$ cat config.mk
export PLATFORM = sky130hd
export DESIGN_NAME = hand21_player
export DESIGN_NICKNAME = d
export VERILOG_FILES = /design/src/rtl/hand21_pkg.sv /design/src/rtl/hand21_edge.sv /design/src/rtl/hand21_accum.sv /design/src/rtl/hand21_ctrl.sv /design/src/rtl/hand21_player.sv
export SDC_FILE = /design/constraint.sdc
export NUM_CORES = 1
export LEC_CHECK = 0
export BUFFER_PORTS_ARGS = -buffer_cell sky130_fd_sc_hd__buf_2
export CORE_MARGIN = 4
export CORE_UTILIZATION = 54
export CTS_BUF_LIST = sky130_fd_sc_hd__clkbuf_16
export CTS_CLUSTER_SIZE = 24
export DETAILED_ROUTE_END_ITERATION = 8
export PLACE_DENSITY_LB_ADDON = 0.15
export RECOVER_POWER = 100
export SLEW_MARGIN = 20
export SYNTH_ARGS = -nofsm -noshare
export SYNTH_HDL_FRONTEND = slang
export SYNTH_SLANG_ARGS = --single-unit
$ cat constraint.sdc
create_clock -name clk -period 3.7 [get_ports clk]
set_clock_uncertainty 0.15 [all_clocks]
set_input_delay 1.11 -clock clk [delete_from_list [all_inputs] [get_ports clk]]
set_output_delay 1.11 -clock clk [all_outputs]
set_load 0.05 [all_outputs]
$ cat src/rtl/hand21_pkg.sv
package hand21_pkg;

    localparam int CARD_BITS    = 4;
    localparam int TOTAL_BITS   = 5;
    localparam int ACE_CNT_BITS = 3;
    localparam int ACE_CARD     = 11;
    localparam int HOLD_FLOOR   = 17;
    localparam int BUST_CEIL    = 21;
    localparam int ACE_DROP     = 10;

    typedef enum logic [2:0] {
        PS_START    = 3'd0,
        PS_ASK      = 3'd1,
        PS_TAKE     = 3'd2,
        PS_CHK_LOW  = 3'd3,
        PS_CHK_HIGH = 3'd4,
        PS_HOLD     = 3'd5,
        PS_BUST     = 3'd6
    } play_state_e;

    typedef enum logic [1:0] {
        ACC_KEEP   = 2'd0,
        ACC_CLEAR  = 2'd1,
        ACC_ADD    = 2'd2,
        ACC_SOFTEN = 2'd3
    } acc_op_e;

    typedef struct packed {
        logic want;
        logic hold;
        logic bust;
    } play_flags_t;

    typedef struct packed {
        logic reach_hold;
        logic within_ceil;
        logic ace_left;
    } acc_status_t;

    function automatic play_flags_t flags_of_state(input play_state_e s);
        play_flags_t f;
        f.want = (s == PS_ASK);
        f.hold = (s == PS_HOLD);
        f.bust = (s == PS_BUST);
        return f;
    endfunction

endpackage

$ cat src/rtl/hand21_edge.sv
module hand21_edge (
    input  logic clk,
    input  logic strobe,
    output logic rise
);
    logic strobe_q;

    // Tracks the strobe in every cycle, restart included, so a level that
    // is already high when a request begins is never seen as a new card.
    always_ff @(posedge clk) begin
        strobe_q <= strobe;
    end

    assign rise = strobe & ~strobe_q;

endmodule

$ cat src/rtl/hand21_accum.sv
module hand21_accum
    import hand21_pkg::*;
#(
    parameter int CARD_W     = CARD_BITS,
    parameter int TOTAL_W    = TOTAL_BITS,
    parameter int ACE_CNT_W  = ACE_CNT_BITS,
    parameter int ACE_VALUE  = ACE_CARD,
    parameter int HOLD_MIN   = HOLD_FLOOR,
    parameter int BUST_LIMIT = BUST_CEIL,
    parameter int SOFT_STEP  = ACE_DROP
) (
    input  logic               clk,
    input  logic               rst,
    input  acc_op_e            op,
    input  logic [CARD_W-1:0]  card,
    output logic [TOTAL_W-1:0] total,
    output acc_status_t        status
);
    localparam logic [TOTAL_W-1:0]   HOLD_T  = TOTAL_W'(HOLD_MIN);
    localparam logic [TOTAL_W-1:0]   CEIL_T  = TOTAL_W'(BUST_LIMIT);
    localparam logic [TOTAL_W-1:0]   STEP_T  = TOTAL_W'(SOFT_STEP);
    localparam logic [CARD_W-1:0]    ACE_C   = CARD_W'(ACE_VALUE);
    localparam logic [ACE_CNT_W-1:0] CNT_ONE = ACE_CNT_W'(1);

    logic [TOTAL_W-1:0]   total_q;
    logic [ACE_CNT_W-1:0] aces_q;
    logic [TOTAL_W-1:0]   card_ext;
    logic                 card_ace;

    assign card_ext = TOTAL_W'(card);
    assign card_ace = (card == ACE_C);

    always_ff @(posedge clk) begin
        unique case (op)
            ACC_CLEAR: begin
                total_q <= '0;
                aces_q  <= '0;
            end
            ACC_ADD: begin
                total_q <= total_q + card_ext;
                if (card_ace) begin
                    aces_q <= aces_q + CNT_ONE;
                end
            end
            ACC_SOFTEN: begin
                total_q <= total_q - STEP_T;
                aces_q  <= aces_q - CNT_ONE;
            end
            default: begin
                total_q <= total_q;
                aces_q  <= aces_q;
            end
        endcase
    end

    assign total              = total_q;
    assign status.reach_hold  = (total_q >= HOLD_T);
    assign status.within_ceil = (total_q <= CEIL_T);
    assign status.ace_left    = (aces_q != '0);

    // without an add or soften command the score holds its value
    a_r4_keep_stable: assert property (@(posedge clk) disable iff (rst)
        (op == ACC_KEEP) |=> $stable(total_q));

    // an accepted card moves the score by its own value
    a_r4_add_step: assert property (@(posedge clk) disable iff (rst)
        (op == ACC_ADD) |=> (total_q == $past(total_q) + $past(card_ext)));

    // softening removes the step and one counted high card
    a_r8_soften_step: assert property (@(posedge clk) disable iff (rst)
        (op == ACC_SOFTEN) |=> ((total_q == $past(total_q) - STEP_T) &&
                                (aces_q == $past(aces_q) - CNT_ONE)));

    // only a high card that is still counted can be softened
    a_r8_soften_has_ace: assert property (@(posedge clk) disable iff (rst)
        (op == ACC_SOFTEN) |-> (aces_q != '0));

endmodule

$ cat src/rtl/hand21_ctrl.sv
module hand21_ctrl
    import hand21_pkg::*;
(
    input  logic        clk,
    input  logic        rst,
    input  logic        rise,
    input  logic        strobe_lvl,
    input  acc_status_t st,
    output acc_op_e     op,
    output play_flags_t flags
);
    play_state_e state_q;
    play_state_e state_d;
    acc_op_e     op_d;

    always_comb begin
        state_d = state_q;
        op_d    = ACC_KEEP;
        unique case (state_q)
            PS_START: state_d = PS_ASK;
            PS_ASK: begin
                if (rise) begin
                    state_d = PS_TAKE;
                    op_d    = ACC_ADD;
                end
            end
            PS_TAKE: begin
                if (!strobe_lvl) begin
                    state_d = PS_CHK_LOW;
                end
            end
            PS_CHK_LOW: state_d = st.reach_hold ? PS_CHK_HIGH : PS_ASK;
            PS_CHK_HIGH: begin
                if (st.within_ceil) begin
                    state_d = PS_HOLD;
                end else if (st.ace_left) begin
                    state_d = PS_CHK_LOW;
                    op_d    = ACC_SOFTEN;
                end else begin
                    state_d = PS_BUST;
                end
            end
            PS_HOLD: state_d = PS_HOLD;
            PS_BUST: state_d = PS_BUST;
            default: state_d = PS_START;
        endcase
        if (rst) begin
            op_d = ACC_CLEAR;
        end
    end

    always_ff @(posedge clk) begin
        if (rst) begin
            state_q <= PS_START;
        end else begin
            state_q <= state_d;
        end
    end

    assign op    = op_d;
    assign flags = flags_of_state(state_q);

    // the start cycle lasts one clock and leads into a request
    a_r2_start_to_ask: assert property (@(posedge clk) disable iff (rst)
        (state_q == PS_START) |=> (state_q == PS_ASK));

    // a request is held until a strobe rise is seen
    a_r3_ask_waits: assert property (@(posedge clk) disable iff (rst)
        ((state_q == PS_ASK) && !rise) |=> (state_q == PS_ASK));

    // an accepted card is not evaluated while the strobe is high
    a_r5_take_waits: assert property (@(posedge clk) disable iff (rst)
        ((state_q == PS_TAKE) && strobe_lvl) |=> (state_q == PS_TAKE));

    // a score within the ceiling stands before any softening
    a_r7_priority: assert property (@(posedge clk) disable iff (rst)
        ((state_q == PS_CHK_HIGH) && st.within_ceil) |=> (state_q == PS_HOLD));

    // outcomes are terminal until restart
    a_r10_hold_stays: assert property (@(posedge clk) disable iff (rst)
        (state_q == PS_HOLD) |=> (state_q == PS_HOLD));
    a_r10_bust_stays: assert property (@(posedge clk) disable iff (rst)
        (state_q == PS_BUST) |=> (state_q == PS_BUST));

endmodule

$ cat src/rtl/hand21_player.sv
module hand21_player
    import hand21_pkg::*;
#(
    parameter int CARD_W     = CARD_BITS,
    parameter int TOTAL_W    = TOTAL_BITS,
    parameter int ACE_CNT_W  = ACE_CNT_BITS,
    parameter int ACE_VALUE  = ACE_CARD,
    parameter int HOLD_MIN   = HOLD_FLOOR,
    parameter int BUST_LIMIT = BUST_CEIL,
    parameter int SOFT_STEP  = ACE_DROP
) (
    input  logic               clk,
    input  logic               new_game,
    input  logic               card_strobe,
    input  logic [CARD_W-1:0]  card_value,
    output logic               want_card,
    output logic               hold_flag,
    output logic               bust_flag,
    output logic [TOTAL_W-1:0] score
);
    localparam logic [TOTAL_W-1:0] HOLD_LO = TOTAL_W'(HOLD_MIN);
    localparam logic [TOTAL_W-1:0] HOLD_HI = TOTAL_W'(BUST_LIMIT);

    logic        strobe_rise;
    acc_op_e     acc_op;
    acc_status_t acc_st;
    play_flags_t flags;

    hand21_edge u_edge (
        .clk    (clk),
        .strobe (card_strobe),
        .rise   (strobe_rise)
    );

    hand21_ctrl u_ctrl (
        .clk        (clk),
        .rst        (new_game),
        .rise       (strobe_rise),
        .strobe_lvl (card_strobe),
        .st         (acc_st),
        .op         (acc_op),
        .flags      (flags)
    );

    hand21_accum #(
        .CARD_W     (CARD_W),
        .TOTAL_W    (TOTAL_W),
        .ACE_CNT_W  (ACE_CNT_W),
        .ACE_VALUE  (ACE_VALUE),
        .HOLD_MIN   (HOLD_MIN),
        .BUST_LIMIT (BUST_LIMIT),
        .SOFT_STEP  (SOFT_STEP)
    ) u_accum (
        .clk    (clk),
        .rst    (new_game),
        .op     (acc_op),
        .card   (card_value),
        .total  (score),
        .status (acc_st)
    );

    assign want_card = flags.want;
    assign hold_flag = flags.hold;
    assign bust_flag = flags.bust;

    // a restart clears the score and all flags by the next cycle
    a_r1_restart_clears: assert property (@(posedge clk)
        new_game |=> ((score == '0) && !want_card && !hold_flag && !bust_flag));

    // the three flags never overlap
    a_r11_one_flag: assert property (@(posedge clk) disable iff (new_game)
        $onehot0({want_card, hold_flag, bust_flag}));

    // a standing hand shows a score in the stand window
    a_r7_hold_window: assert property (@(posedge clk) disable iff (new_game)
        hold_flag |-> ((score >= HOLD_LO) && (score <= HOLD_HI)));

    // a bust hand shows a score above the ceiling
    a_r9_bust_above: assert property (@(posedge clk) disable iff (new_game)
        bust_flag |-> (score > HOLD_HI));

endmodule

# Word level (Yosys, flattened, before mapping)
# Index checks and enable logic that the tools add are counted.
[word_totals] input_bits=7 elab_cells=44 reg_bits=12
[classes] bitwise=2 add_sub_neg=4 mux=14 reduce_logical=5 n_lt_le_gt_ge=2 eq_ne=13
[ops] operator="3-bit case mux with 7 select lines" n=1
[ops] operator="3-bit 2-to-1 mux" n=6
[ops] operator="5-bit case mux with 3 select lines" n=1
[ops] operator="3-bit == test, second input constant" n=3
[ops] operator="3-bit case mux with 3 select lines" n=1
[ops] operator="2-bit 2-to-1 mux" n=4
[ops] operator="3-bit by 2-bit == test with 1-bit output, second input constant" n=2
[ops] operator="3-bit nonzero test" n=2
[ops] operator="5-bit by 4-bit adder with 5-bit output" n=1
[ops] operator="5-bit greater-or-equal comparator, second input constant" n=1
[ops] operator="5-bit <= comparator, second input constant" n=1
[ops] operator="5-bit by 4-bit subtractor with 5-bit output, second input constant" n=1
[ops] operator="2-bit == test, second input constant" n=2
[ops] operator="4-bit == test, second input constant" n=1
[ops] operator="2-bit by 1-bit != test with 1-bit output, second input constant" n=2
[ops] operator="2-bit case mux with 2 select lines" n=1
[ops] operator="2-bit AND reduction" n=2
[ops] operator="3-bit by 1-bit adder with 3-bit output, second input constant" n=1
[ops] operator="3-bit by 1-bit == test with 1-bit output, second input constant" n=1
[ops] operator="3-bit logical NOT" n=1
[ops] operator="3-bit by 1-bit subtractor with 3-bit output, second input constant" n=1
[ops] operator="2-bit by 1-bit == test with 1-bit output, second input constant" n=1
[ops] operator="2-bit != test, second input constant" n=1
[ops] operator="1-bit bitwise AND" n=1
[ops] operator="1-bit NOT" n=1

# Depth between registers and ports, before layout
[depth] ltp_word=8 mapped_depth=11 mapped_depth_nobuf=11

# By module
# Synthesis repeated with hierarchy kept, for this count alone.
[hier_totals] hier_cells=99 hier_area_um2=930.9
[by_module_without_submodules] module="hand21_accum" n_inst=1 cells_per_inst=65 area_each_um2=664.4
[by_module_without_submodules] module="hand21_ctrl" n_inst=1 cells_per_inst=32 area_each_um2=232.7
[by_module_without_submodules] module="hand21_edge" n_inst=1 cells_per_inst=2 area_each_um2=33.8

# Least setup slack after synthesis
# No wires, ideal clock.
[synth_path] kind="reg2reg" from="register u_ctrl.state_q[1]" to="register u_accum.aces_q[1] (data pin)" stages_incl_launch_ff=8 n_path_buf=1 setup_ps=256 slack_ps=234 arrival_ps=3060 cell_sequence="dfxtp_1 -> clkbuf_1 -> nor3b_1 -> nand3b_1 -> a21oi_1 -> ha_1 -> fa_1 -> nor2b_1"
[synth_between] elab_chain_cells=5 word_cells_on_any_way=8 cone_classes="eq/ne: 5; mux: 3"
[synth_lines] item="from (decl)" line="hand21_ctrl.sv:12" rtl="play_state_e state_q;"
[synth_lines] item="from (signal assigned)" line="hand21_ctrl.sv:56" rtl="state_q <= state_d;"
[synth_lines] item="3-bit by 1-bit == test with 1-bit output *"
[synth_lines] item="via want_card" line="hand21_player.sv:16" rtl="output logic want_card,"
[synth_lines] item="2-bit case mux with 2 select lines *" line="hand21_ctrl.sv:19" rtl="unique case (state_q)"
[synth_lines] item="2-bit 2-to-1 mux *" line="hand21_ctrl.sv:47" rtl="if (rst) begin"
[synth_lines] item="2-bit == test / 2-bit by 1-bit == test with 1-bit output (equally long branches)" line="hand21_accum.sv:34" rtl="unique case (op)"
[synth_lines] item="3-bit case mux with 3 select lines *" line="hand21_accum.sv:34"
[synth_lines] item="to (signal assigned)" line="hand21_accum.sv:42" rtl="aces_q <= aces_q + CNT_ONE;"
[synth_lines] item="to (signal assigned)" line="hand21_accum.sv:47" rtl="aces_q <= aces_q - CNT_ONE;"
[synth_lines] item="to (signal assigned)" line="hand21_accum.sv:51" rtl="aces_q <= aces_q;"
[synth_lines] item="to (decl)" line="hand21_accum.sv:26" rtl="logic [ACE_CNT_W-1:0] aces_q;"
# Mark *: on every way through the listed nets, which the timed path passes. The rest lies on a longest branch.
# A chain may end at the register's enable or synchronous reset.

# Worst setup path after layout
[layout_path] from="register u_accum.total_q[1] (netlist: u_accum.total[1])" to="register u_accum.aces_q[1] (data pin)"
[layout_between] elab_chain_cells=6 word_cells_on_any_way=8 cone_classes="order compare: 1; eq/ne: 3; mux: 4"
[layout_lines] item="from (decl)" line="hand21_accum.sv:25" rtl="logic [TOTAL_W-1:0] total_q;"
[layout_lines] item="from (signal assigned)" line="hand21_accum.sv:40" rtl="total_q <= total_q + card_ext;"
[layout_lines] item="from (signal assigned)" line="hand21_accum.sv:46" rtl="total_q <= total_q - STEP_T;"
[layout_lines] item="from (signal assigned)" line="hand21_accum.sv:50" rtl="total_q <= total_q;"
[layout_lines] item="5-bit <= comparator *" line="hand21_accum.sv:58" rtl="assign status.within_ceil = (total_q <= CEIL_T);"
[layout_lines] item="2-bit 2-to-1 mux *" line="hand21_ctrl.sv:34" rtl="if (st.within_ceil) begin"
[layout_lines] item="2-bit case mux with 2 select lines *" line="hand21_ctrl.sv:19"
[layout_lines] item="2-bit 2-to-1 mux *" line="hand21_ctrl.sv:47"
[layout_lines] item="2-bit == test / 2-bit by 1-bit == test with 1-bit output (equally long branches)" line="hand21_accum.sv:34"
[layout_lines] item="3-bit case mux with 3 select lines *" line="hand21_accum.sv:34"
# Every way passes the cells marked *; elsewhere a longest branch is shown, timed or not.

==> reports/metrics.cfg <==
[outcome]
status = finished, final reports clean

[yosys]
synth_edf_count = 8
syn-num-nets = 113
synth_compound_area_share_pct = 17.8
syn_area_per_cell_um2 = 9.89
synth_seq_area_share_pct = 34.8
yosys_register_bits = 12
yosys_warnings = 0
synth_top_area_share_pct = 26.1
synth_cells = 93
synth_commonest_cells = ha_1 (11), a21oi_1 (8), edfxtp_1 (8), inv_1 (8)
ys_types = 35
ys_top_cells_by_area = edfxtp_1 (26%), ha_1 (15%), dfxtp_1 (8.7%)
synth_top_family_by_area = simple AND/OR/NAND/NOR gates
synthMuxAreaShare_pct = 1.22
yosysTopAreaCell = edfxtp_1
async_reset_ff_share_pct = 0
netlist_area_um2 = 920
synth_xor_area_share_pct = 3.81
synth_flop_cell = edfxtp_1
synth_fa_ha_area_share_pct = 19.3
synth-simple-area-share_pct = 19.3
yosysMostFrequentCell = ha_1

[timing]
slew-limit-headroom_pct = 59.4
rsz0062_at_grt = no
setup-violations-final = 0
post-route-period-util_pct = 88.9
fmax_mhz = 304
period_needed_ns = 3.29
finalHoldViolCount = 0
worstMarginPinSlew_ns = 0.612
final.setup.tns_ns = 0
slew_viol_final = 0

[worst_setup_path]
critPathBufInv = 1
crit_top_cell = ha_1
path_cells = inv_1 -> ha_1 -> a211oi_1 -> or4_4 -> or3_1 -> a21oi_1 -> ha_1 -> fa_1 -> nor2b_1
endpoint = u_accum.aces_q[1]$_SDFFCE_PN0P_
timing.rr.end = u_accum.aces_q[1]$_SDFFCE_PN0P_
crit_path_start_kind = flip-flop
arrival_ns = 3.13
cp_data_required_time_ns = 3.54
timing.rr.start = u_accum.total[1]$_DFFE_PP_
worstSetupPathType = flip-flop to flip-flop
worst_r2r_path_depth = 9
reg2reg_slack_ns = 0.41
crit_slowest_cell = or4_4
slowest_delay_ns = 0.52
cp.depth = 9
path_max_fanout = 9
critPathLaunch = u_accum.total[1]$_DFFE_PP_
path_delay_family = simple AND/OR/NAND/NOR gates
end_kind = flip-flop

[power_and_ir_drop]
total_power_uw = 440
ir_drop_v = 0.000301
p_leak_uw = 0.000444
pwr_density_cell_mw_per_mm2 = 412

[clock_network]
cts-root-buf = clkbuf_16
cts.reportedPaths.clkPinSlew_ns = 0.05
htreeDepth = 1
cts_tree = yes
postCtsSetupBuffers = 0
cts_resized = 0
hold_buffers = 0
clock_path_buffers = 2
numCtsBuffers = 3
cts.sinks = 12
clock_latency_ns = 0.24

[place]
dpl.hpwl_um = 1490
numPortBuffers = 14
placed_cells = 122
gp_congestion = 0.818

[grt]
grt_first_pass_wirelength_um = 3420
grt_max_degree = 10
grt_overflow_total = 0
met1_usage_pct = 21.8
grtUsageTotal_pct = 18.6
met3_usage_pct = 6.12
grt_busiest_layer = met2
grtUsageMet2_pct = 28.6
antenna_found_initial = 0
grt_pass1_vias = 782

[drt]
postRouteAntennaNets = 0
drt_first_iter_violations = 24
routed_wl_um = 1900
route.detailed.drc = 0
dr.pass1.iters = 4
vias = 777
wl_per_cell_um = 15.1
vias_per_cell = 6.17

[worst_hold_path]
hold_class = flip-flop to flip-flop
hold_depth = 1

[die]
die_x_um = 49.3
die_area_mm2 = 0.00243
rows = 14
ioPinCount = 15
initial_core_util_pct = 59.0
die_h_um = 49.3
core_region_area_mm2 = 0.00156

[final_layout]
drive_gt1_share_pct = 11.8
diodes = 0
multi_input_area_um2 = 561
layoutNonFillerInstCount = 126
nets = 131
regArea_um2 = 320
area_growth_syn_to_layout_pct = 16.2
nFillCells = 136

[job]
cap_viol_max_count = 0

==> layout make-up <==
cell class	instances	share of cell area, %
clock inverter	1	0.351
tap	16	1.87
clock buffer	3	7.03
timing repair buffer	14	5.50
sequential	12	30.0
multi-input combinational	72	52.5
inverter	8	2.81
==> placed cells by master, fill, tap and decap left out, drive strengths merged, types with 2 or more instances in the layout <==
master / n
nand2b: 4
fa: 2
a31oi: 3
clkbuf: 12
ha: 11
o21ai: 4
nor3b: 2
a21oi: 8
nor2: 4
xor2: 3
and2: 2
or2: 3
nor2b: 2
buf: 5
dfxtp: 4
edfxtp: 8
o22ai: 2
a21o: 3
inv: 8
nand2: 3
==> flip-flops by register name (all words and copies together), names as in the netlist <==
name	cells
u_accum.total	5
u_ctrl.state_q	3
u_edge.strobe_q	1
u_accum.aces_q	3
==> logic make-up (layout without fill, tap and decap cells) <==
family | Yosys count | in the layout
flip-flops | 12 | 12
multiplexers | 1 | 1
buffers and inverters | 9 | 26
AND/OR/NAND/NOR | 28 | 28
adder cells (fa/ha/maj) | 13 | 13
AO/OA/AOI/OAI | 26 | 26
XOR/XNOR | 4 | 4
==> how the worst min path moves through the flow <==
stage                                   startpoint                              to  slack (ns)
floorplan           u_ctrl.state_q[2]$_SDFFE_PP0P_  u_ctrl.state_q[0]$_SDFFE_PP0P_        0.30
global placement    u_ctrl.state_q[2]$_SDFFE_PP0P_  u_ctrl.state_q[0]$_SDFFE_PP0P_        0.33
detailed placement  u_ctrl.state_q[2]$_SDFFE_PP0P_  u_ctrl.state_q[0]$_SDFFE_PP0P_        0.33
CTS                 u_ctrl.state_q[2]$_SDFFE_PP0P_  u_ctrl.state_q[0]$_SDFFE_PP0P_        0.34
global route        u_ctrl.state_q[2]$_SDFFE_PP0P_  u_ctrl.state_q[0]$_SDFFE_PP0P_        0.35
finish              u_ctrl.state_q[2]$_SDFFE_PP0P_  u_ctrl.state_q[0]$_SDFFE_PP0P_        0.34
==> where the power goes <==
group | leakage [uW] | internal [uW] | switching (uW)
Clock | 0.0000385 | 143 | 59.4
Sequential | 0.000116 | 152 | 11.6
Combinational | 0.000289 | 27.0 | 47.0
Total | 0.000444 | 322 | 118
==> layer usage <==
metal / part of all wire [%] / up-vias
li1: - / 375
met1: 42 / 361
met5: 0 / -
met4: 2.8 / 0
met2: 47 / 34
met3: 7.9 / 7
==> stage by stage <==
| step | utilization, % | setup WS [ns] | hold slack, ns | area [um^2] |
|---|---|---|---|---|
| 2_1_floorplan | - | 0.234 | 0.299 | 920 |
| 3_3_place_gp | 64.5 | 0.556 | 0.329 | 1010 |
| 3_5_place_dp | 64.5 | 0.426 | 0.329 | 1010 |
| 4_1_cts | 69.6 | 0.425 | 0.339 | 1080 |
| 5_1_grt | 68.5 | 0.179 | 0.355 | 1070 |
| 6_report | 68.5 | 0.411 | 0.341 | 1070 |
Power figures use the tool's default switching activity.
